--- src/rtl/rwf_pkg.sv ---
package rwf_pkg;
  localparam int BYTE_W = 8;

  typedef enum logic [1:0] {
    SRC_REFILL = 2'b00,
    SRC_STORE  = 2'b01,
    SRC_STAGE2 = 2'b10,
    SRC_RAM    = 2'b11
  } byte_src_e;
endpackage

--- src/rtl/rwf_wr_mux.sv ---
module rwf_wr_mux #(
  parameter int NB = 8,
  localparam int DW = NB * rwf_pkg::BYTE_W
) (
  input  logic          st_en,
  input  logic [NB-1:0] st_bsel,
  input  logic [DW-1:0] st_data,
  input  logic          rf_ack,
  input  logic          zero_en,
  input  logic [DW-1:0] rf_data,
  output logic          wr_act,
  output logic [DW-1:0] w_data,
  output logic [NB-1:0] w_sel,
  output logic [NB-1:0] ram_we
);
  always_comb begin
    if (st_en) begin
      w_data = st_data;
      w_sel  = st_bsel;
    end else begin
      w_data = zero_en ? '0 : rf_data;
      w_sel  = '1;
    end
  end

  assign wr_act = st_en | rf_ack;
  assign ram_we = wr_act ? w_sel : '0;
endmodule

--- src/rtl/rwf_stage2.sv ---
module rwf_stage2 #(
  parameter int NB = 8,
  parameter int RW = 4,
  localparam int DW = NB * rwf_pkg::BYTE_W
) (
  input  logic          clk,
  input  logic          rst_n,
  input  logic          wr_act,
  input  logic [DW-1:0] w_data,
  input  logic [NB-1:0] w_sel,
  input  logic [RW-1:0] wr_row,
  output logic          f_valid,
  output logic [DW-1:0] f_data,
  output logic [NB-1:0] f_sel,
  output logic [RW-1:0] f_row
);
  always_ff @(posedge clk or negedge rst_n) begin
    if (!rst_n) begin
      f_valid <= 1'b0;
      f_data  <= '0;
      f_sel   <= '0;
      f_row   <= '0;
    end else begin
      f_valid <= wr_act;
      f_data  <= w_data;
      f_sel   <= w_sel;
      f_row   <= wr_row;
    end
  end
endmodule

--- src/rtl/rwf_ram.sv ---
module rwf_ram #(
  parameter int NB   = 8,
  parameter int ROWS = 16,
  localparam int RW = $clog2(ROWS),
  localparam int DW = NB * rwf_pkg::BYTE_W
) (
  input  logic          clk,
  input  logic          rst_n,
  input  logic [NB-1:0] we,
  input  logic [RW-1:0] waddr,
  input  logic [DW-1:0] wdata,
  input  logic [RW-1:0] raddr,
  output logic [DW-1:0] rdata
);
  localparam int BW = rwf_pkg::BYTE_W;

  logic [NB-1:0] wp_we;
  logic [RW-1:0] wp_addr;
  logic [DW-1:0] wp_data;
  logic [DW-1:0] mem [ROWS];

  // Internal write stage: a write reaches the array one edge late,
  // giving a two-cycle write-to-read delay at the read port.
  always_ff @(posedge clk or negedge rst_n) begin
    if (!rst_n) begin
      wp_we   <= '0;
      wp_addr <= '0;
      wp_data <= '0;
    end else begin
      wp_we   <= we;
      wp_addr <= waddr;
      wp_data <= wdata;
    end
  end

  always_ff @(posedge clk) begin
    for (int b = 0; b < NB; b++) begin
      if (wp_we[b]) mem[wp_addr][b*BW +: BW] <= wp_data[b*BW +: BW];
    end
  end

  assign rdata = mem[raddr];
endmodule

--- src/rtl/rwf_byte_mux.sv ---
module rwf_byte_mux #(
  parameter int NB = 8,
  localparam int DW = NB * rwf_pkg::BYTE_W
) (
  input  logic          force_all,
  input  logic          zero_en,
  input  logic [DW-1:0] rf_data,
  input  logic          s1_hit,
  input  logic [NB-1:0] st_bsel,
  input  logic [DW-1:0] st_data,
  input  logic          s2_hit,
  input  logic [NB-1:0] f_sel,
  input  logic [DW-1:0] f_data,
  input  logic [DW-1:0] ram_data,
  output logic [DW-1:0] mux_out
);
  import rwf_pkg::*;
  localparam int BW = BYTE_W;

  for (genvar b = 0; b < NB; b++) begin : g_byte
    byte_src_e      src;
    logic [BW-1:0]  byte_q;

    always_comb begin
      if (force_all)                 src = SRC_REFILL;
      else if (s1_hit && st_bsel[b]) src = SRC_STORE;
      else if (s2_hit && f_sel[b])   src = SRC_STAGE2;
      else                           src = SRC_RAM;

      case (src)
        SRC_REFILL: byte_q = zero_en ? '0 : rf_data[b*BW +: BW];
        SRC_STORE:  byte_q = st_data[b*BW +: BW];
        SRC_STAGE2: byte_q = f_data[b*BW +: BW];
        default:    byte_q = ram_data[b*BW +: BW];
      endcase
    end

    assign mux_out[b*BW +: BW] = byte_q;
  end
endmodule

--- src/rtl/rwf_forward_unit.sv ---
module rwf_forward_unit #(
  parameter int NB   = 8,
  parameter int ROWS = 16,
  localparam int RW = $clog2(ROWS),
  localparam int DW = NB * rwf_pkg::BYTE_W
) (
  input  logic          clk,
  input  logic          rst_n,
  input  logic          st_en,
  input  logic [NB-1:0] st_bsel,
  input  logic [DW-1:0] st_data,
  input  logic          rf_ack,
  input  logic          zero_en,
  input  logic [DW-1:0] rf_data,
  input  logic [RW-1:0] wr_row,
  input  logic          ld_en,
  input  logic [RW-1:0] ld_row,
  input  logic          ld_bypass,
  output logic          ld_valid,
  output logic [DW-1:0] ld_data,
  output logic          ld_rf_hit
);
  logic          wr_act;
  logic [DW-1:0] w_data;
  logic [NB-1:0] w_sel;
  logic [NB-1:0] ram_we;
  logic          f_valid;
  logic [DW-1:0] f_data;
  logic [NB-1:0] f_sel;
  logic [RW-1:0] f_row;
  logic [DW-1:0] ram_q;
  logic [DW-1:0] mux_out;
  logic          same_row;
  logic          s1_hit;
  logic          rl_hit;
  logic          s2_hit;
  logic          force_all;

  rwf_wr_mux #(.NB(NB)) u_wr_mux (
    .st_en(st_en), .st_bsel(st_bsel), .st_data(st_data),
    .rf_ack(rf_ack), .zero_en(zero_en), .rf_data(rf_data),
    .wr_act(wr_act), .w_data(w_data), .w_sel(w_sel), .ram_we(ram_we)
  );

  rwf_ram #(.NB(NB), .ROWS(ROWS)) u_ram (
    .clk(clk), .rst_n(rst_n), .we(ram_we), .waddr(wr_row),
    .wdata(w_data), .raddr(ld_row), .rdata(ram_q)
  );

  rwf_stage2 #(.NB(NB), .RW(RW)) u_stage2 (
    .clk(clk), .rst_n(rst_n), .wr_act(wr_act), .w_data(w_data),
    .w_sel(w_sel), .wr_row(wr_row), .f_valid(f_valid),
    .f_data(f_data), .f_sel(f_sel), .f_row(f_row)
  );

  assign same_row  = (ld_row == wr_row);
  assign s1_hit    = st_en & same_row;
  assign rl_hit    = rf_ack & same_row;
  assign s2_hit    = f_valid & (ld_row == f_row);
  assign force_all = ld_bypass | rl_hit;

  rwf_byte_mux #(.NB(NB)) u_byte_mux (
    .force_all(force_all), .zero_en(zero_en), .rf_data(rf_data),
    .s1_hit(s1_hit), .st_bsel(st_bsel), .st_data(st_data),
    .s2_hit(s2_hit), .f_sel(f_sel), .f_data(f_data),
    .ram_data(ram_q), .mux_out(mux_out)
  );

  always_ff @(posedge clk or negedge rst_n) begin
    if (!rst_n) begin
      ld_valid  <= 1'b0;
      ld_data   <= '0;
      ld_rf_hit <= 1'b0;
    end else begin
      ld_valid  <= ld_en;
      ld_rf_hit <= ld_en & rl_hit;
      if (ld_en) ld_data <= mux_out;
    end
  end

  AST_ONE_WRITER: assert property (@(posedge clk) disable iff (!rst_n)
    !(st_en && rf_ack));
  AST_ZERO_FILL: assert property (@(posedge clk) disable iff (!rst_n)
    (rf_ack && zero_en) |-> (w_data == '0));
  AST_WE_NEEDS_WRITE: assert property (@(posedge clk) disable iff (!rst_n)
    (ram_we != '0) |-> (st_en || rf_ack));
  AST_FORCE_ALL: assert property (@(posedge clk) disable iff (!rst_n)
    force_all |-> (mux_out == (zero_en ? '0 : rf_data)));
  AST_HIT_VALID: assert property (@(posedge clk) disable iff (!rst_n)
    ld_rf_hit |-> ld_valid);
  AST_HOLD: assert property (@(posedge clk) disable iff (!rst_n)
    !$past(ld_en) |-> $stable(ld_data));
endmodule

--- config.mk ---
export PLATFORM = sky130hd
export DESIGN_NAME = rwf_forward_unit
export DESIGN_NICKNAME = d
export VERILOG_FILES = /design/src/rtl/rwf_pkg.sv /design/src/rtl/rwf_wr_mux.sv /design/src/rtl/rwf_stage2.sv /design/src/rtl/rwf_ram.sv /design/src/rtl/rwf_byte_mux.sv /design/src/rtl/rwf_forward_unit.sv
export SDC_FILE = /design/constraint.sdc
export NUM_CORES = 1
export LEC_CHECK = 0
export ABC_AREA = 0
export CAP_MARGIN = 20
export CORE_ASPECT_RATIO = 0.5
export CORE_UTILIZATION = 60
export CTS_CLUSTER_DIAMETER = 50
export DETAILED_ROUTE_END_ITERATION = 8
export PLACE_DENSITY = 0.79
export REMOVE_ABC_BUFFERS = 1
export SYNTH_ARGS = -nofsm -noshare
export SYNTH_HDL_FRONTEND = slang
export SYNTH_SLANG_ARGS = --single-unit
--- constraint.sdc ---
create_clock -name clk -period 2.14 [get_ports clk]
set_input_delay 0.321 -clock clk [delete_from_list [all_inputs] [get_ports clk]]
set_output_delay 0.321 -clock clk [all_outputs]
set_load 0.05 [all_outputs]
After elaboration in Yosys (flattened, before gate mapping)
Memories as Yosys holds them, arrays and structs flattened.
Index checks and enable logic that the tools add are counted.
{"block": "totals", "reg_bits": 151, "latch_bits": 0, "ramBits": 1024, "rom_bits": 0, "inputBits": 151, "output_inout_bits": 66, "wordCells": 117, "memories": 1}
{"block": "classes", "addsub": 0, "multipliers": 0, "n_div": 0, "n_lt_le_gt_ge": 0, "eq_ne": 18, "shifts": 0, "n_mux": 60, "bitwise_logic": 6, "reduce_logical": 24}
{"memory": "u_ram.mem", "depth": 16, "width": 64, "rd": 1, "rd_ports_with_merged_regs": 0, "write_ports": 1, "line": "rwf_ram.sv:20", "source": "logic [DW-1:0] mem [ROWS];"}
{"cell": "one-hot mux 8 bit (3 select lines)", "n": 8}
{"cell": "2-to-1 mux 64 bit", "n": 2}
{"cell": "2-to-1 mux 8 bit", "n": 10}
{"cell": "2-to-1 mux 2 bit", "n": 16}
{"cell": "2-to-1 mux 1 bit", "n": 24}
{"cell": "== test 2 x 1 -> 1 bit (second input constant)", "n": 8}
{"cell": "== test 2 bit (second input constant)", "n": 8}
{"cell": "logical AND 1 bit", "n": 16}
{"cell": "zero test 2 bit", "n": 8}
{"cell": "== test 4 bit", "n": 2}
{"cell": "AND 1 bit", "n": 4}
{"cell": "bitwise OR 1 bit", "n": 2}

Logic depth before layout (Yosys ltp)
{"block": "depth", "word_depth": 8, "mapped_depth": 9, "depth_no_buf": 5}

By module
A second synthesis with hierarchy kept.
{"block": "hier_totals", "hier_cells": 2526, "area_unflattened_um2": 48605.4}
{"mod": "rwf_ram", "n_inst": 1, "cells_each": 1794, "area_per_inst_um2": 41025.6, "seq_area_each_um2": 32651.3}
{"mod": "rwf_forward_unit", "n_inst": 1, "cells_each": 156, "area_per_inst_um2": 2758.9, "seq_area_each_um2": 1651.6}
{"mod": "rwf_byte_mux", "n_inst": 1, "cells_each": 388, "area_per_inst_um2": 2057.0, "seq_area_each_um2": 0.0}
{"mod": "rwf_stage2", "n_inst": 1, "cells_each": 77, "area_per_inst_um2": 1926.8, "seq_area_each_um2": 1926.8}
{"mod": "rwf_wr_mux", "n_inst": 1, "cells_each": 111, "area_per_inst_um2": 837.1, "seq_area_each_um2": 0.0}

Worst setup path after synthesis
OpenSTA, ideal clock, no wires.
{"block": "synth_timing", "path_type": "in2reg", "from": "in ld_row[0]", "to": "reg ld_data[46]", "setup_time_ns": 0.150, "t_arrival_ns": 1.800, "required_ns": 1.990, "slack_ns": 0.190, "stages": 8, "n_path_buf": 3, "path_cell_list": "buf_6 > buf_6 > buf_6 > mux4_2 > a22oi_1 > nand2_1 > o32ai_1 > a41oi_1"}
{"block": "synth_via", "elab_chain_cells": 8, "word_cells_on_any_way": 16, "classes_between": "eq/ne: 4; mux: 4; bitwise: 4; reduce/logical: 3; memory: 1"}
{"item": "from (decl)", "line": "rwf_forward_unit.sv:17", "source": "input logic [RW-1:0] ld_row,"}
{"item": "== test 4 bit", "line": "rwf_forward_unit.sv:59", "source": "assign s2_hit = f_valid & (ld_row == f_row);"}
{"item": "AND 1 bit", "line": "rwf_forward_unit.sv:59"}
{"item": "logical AND 1 bit", "line": "rwf_byte_mux.sv:27", "source": "else if (s2_hit && f_sel[b]) src = SRC_STAGE2;"}
{"item": "2-to-1 mux 1 bit", "line": "rwf_byte_mux.sv:27"}
{"item": "2-to-1 mux 2 bit", "line": "rwf_byte_mux.sv:26", "source": "else if (s1_hit && st_bsel[b]) src = SRC_STORE;"}
{"item": "2-to-1 mux 2 bit", "line": "rwf_byte_mux.sv:25", "source": "if (force_all) src = SRC_REFILL;"}
{"item": "== test 2 bit (tied with other cells)", "line": "rwf_byte_mux.sv:30", "source": "case (src)"}
{"item": "one-hot mux 8 bit (3 select lines) (*)", "line": "rwf_byte_mux.sv:30"}
{"item": "to (signal assigned)", "line": "rwf_forward_unit.sv:77", "source": "if (ld_en) ld_data <= mux_out;"}
{"item": "to (decl)", "line": "rwf_forward_unit.sv:20", "source": "output logic [DW-1:0] ld_data,"}
Every way passes the cells marked *; elsewhere a longest branch is shown, timed or not.
A chain may end at the register's enable or synchronous reset.

==> out/metrics.cfg <==
[route]
drtIter0Drc=4295
viasPerCell=6.73
wl_per_cell_microns=29.4
route.detailed.drc=0
drtPass1Iterations=6
routed_wl_microns=125000
num_vias=28580
ant_nets=0

[power_and_ir_drop]
ir_drop_mv=0.647
leakage_nw=18.0
power.density_nw_per_um2=883

[worst_setup_path]
crit_fanout=8
crit_path_end_kind=register
start_kind=register
path_common_cell=buf_4
criticalPathCategory=register to register
slowest_delay_ns=0.44
required_ns=2.45
crit_arrival_ns=2.54
slowest_stage=and2_1
path_cells=buf_4 > nand2_1 > nor2_1 > buf_4 > and2_1

[synthesis]
synthCells=2702
yosys.area_share.simple_pct=6.15
ys_seq_elements=1175
synth_edf_count=1024
synth.yosys.seq_area_share_pct=73.1
synth_ff_type=edfxtp_1
synth_area_sq_um=47200
synth_xor_area_share_pct=0.130
yosys.cell_count.top_type=edfxtp_1
synth_commonest_cells=edfxtp_1 (1024), mux4_2 (228), nand2_1 (203)
async_reset_ff_share_pct=12.9
yosys-mux-area-fraction_pct=12.0
synthTopCellsByArea=edfxtp_1 (65%), mux4_2 (11%), dfrtp_1 (8.0%), and2_1 (1.7%), nand2_1 (1.6%)
avgSynthCellArea_sq_um=17.5
yosys.area_share.adder_pct=0
synth_compound_area_share_pct=6.62
yosysUniqueCellTypes=47
synth.top_cell.area_share_pct=65.1
synth_top_family_by_area=multiplexers
yosysWarningCount=0
synth_area_leader_cell=edfxtp_1

[clock_network]
numClockSinks=1175
clkSlewWorstSetupHoldPaths_ns=0.07
clockBufferDepth=3
htreeDepth=3
cts-buffers-inserted=98
cts_root_buffer=clkbuf_16
clk_latency_ns=0.68
cts_tree=done

[layout]
regArea_sq_um=34500
syn_to_final_growth_pct=18.0
n_fill_cell=4360
finalNetCount=3269
drive_above_1_share_pct=23.6
multi_input_area_sq_um=11800
fin_area_sq_um=55700

[timing]
final.min_clock_period_ns=2.23
finalSetupViolCount=42
worst_slew_pin_slew_ns=0.845
fin_setup_tns_ns=-1.41
slew_violations=0
finalHoldViolations=0
setup_ws_ns=-0.0858
fin_crit_sh_pct=104
clock-skew-final_ns=0.0186
fmax_ghz=0.449
slew_headroom_pct=43.6

[die]
start_util_pct=60.9
ios=217
die_area_sq_um=79900
core-area_sq_um=77600
rows=72
fp.dieW_microns=399
die_y_microns=200

[placement]
post-place-ws_ns=-0.747
dp_hpwl_microns=82500
placed_area_sq_um=52500
portBuffers=216
globalplace.congestion=0.914

[status]
outcome=complete, but fails checks
violations=negative setup slack

[global_routing]
first_global_vias=28542
overflow=0
antenna_found_initial=4
grt_usage_pct=31.5
grt_max_degree=42
grt_pass1_wl_microns=183000

[job]
cap_violations=0

[hold_path]
hold_path_class=primary input to register

-- worst max-delay path, delay by kind of cell, from the launching register on --
| kind | cells | cell delay, ns |
|---|---|---|
| buf+inv | 2 | 0.45 |
| flops | 1 | 0.40 |
| simple gates | 3 | 1.01 |
-- placed cells by master (no fill, tap or decap), drive strengths merged, types with 66 or more instances in the layout --
master / instances
o21ai: 149
nand2: 203
clkbuf: 139
mux4: 228
clkdlybuf4s50: 143
and2: 129
nor2: 67
dfrtp: 151
buf: 278
edfxtp: 1024
o22ai: 77
nand3: 76
dlygate4sd2: 66
-- routing by layer --
layer | global-route usage [%] | up-vias | share of wire [%]
met3 | 6.82 | 330 | 11
met4 | 10.9 | 4 | 3.9
met2 | 50.9 | 2080 | 49
met5 | 0 | - | 0.021
met1 | 43.0 | 14465 | 36
li1 | - | 11701 | -
-- worst paths after layout --
path | from | end | slack (ns) | cells past startpoint
setup / recovery | u_stage2.f_row[1] | u_ram.mem[15][34] | -0.09 | 5
hold / removal | st_en | u_stage2.f_data[9] | 0.10 | 3
setup reg to reg | u_stage2.f_row[1] | u_ram.mem[15][34] | -0.09 | 5
hold reg to reg | ld_data[23] | ld_data[23] | 0.56 | 2
max in group asynchronous | rst_n | u_stage2.f_data[47] | 1.29 | 3
min in group asynchronous | rst_n | u_stage2.f_sel[3] | 0.11 | 2
-- logic make-up after synthesis --
| kind of cell | count (synthesis) |
|---|---|
| flip-flops | 1175 |
| AND/OR/NAND/NOR | 583 |
| AO/OA/AOI/OAI | 466 |
| multiplexers | 274 |
| buffers and inverters | 197 |
| XOR/XNOR | 7 |
-- metrics by stage --
stage | utilization (%) | power, mW | instances | hold slack (ns)
floorplan | - | 28.9 | 2530 | 0.0254
global placement | 67.7 | 31.4 | 4052 | 0.232
detailed placement | 67.7 | 31.6 | 4052 | 0.230
CTS | 71.8 | 49.2 | 4235 | 0.0705
global route | 71.8 | 50.4 | 4237 | 0.0900
finish | 71.9 | 49.2 | 4246 | 0.105
-- registers in the layout (all words and copies together) (netlist names) --
name	count
u_ram.mem	1024
ld_data	64
u_stage2.f_data	64
u_ram.wp_we	8
u_stage2.f_sel	8
u_stage2.f_row	4
ld_rf_hit	1
ld_valid	1
u_stage2.f_valid	1
-- area by class of cell --
type,instances,area share [%]
Clock inverter,43,0.777
Antenna cell,10,0.0449
Clock buffer,139,4.99
Timing Repair Buffer,488,8.52
Multi-Input combinational cell,1330,21.2
Tap cell,1036,2.33
Inverter,25,0.171
Sequential cell,1175,61.9
-- report_power, final --
part | internal [mW] | total (mW) | leakage (nW) | switching [mW]
clock | 10.0 | 18.1 | 1.57 | 8.08
sequential | 25.9 | 26.6 | 10.3 | 0.791
combinational | 1.80 | 4.46 | 6.08 | 2.67
-- timing repair --
item,CTS,global route
pin swaps,0,1
buffers inserted,0,1
resized for setup,73,13
endpoints found under the setup margin,109,60
hold buffers,1,0
hold endpoints to repair,151,0
(Power assumes the default switching activity.)
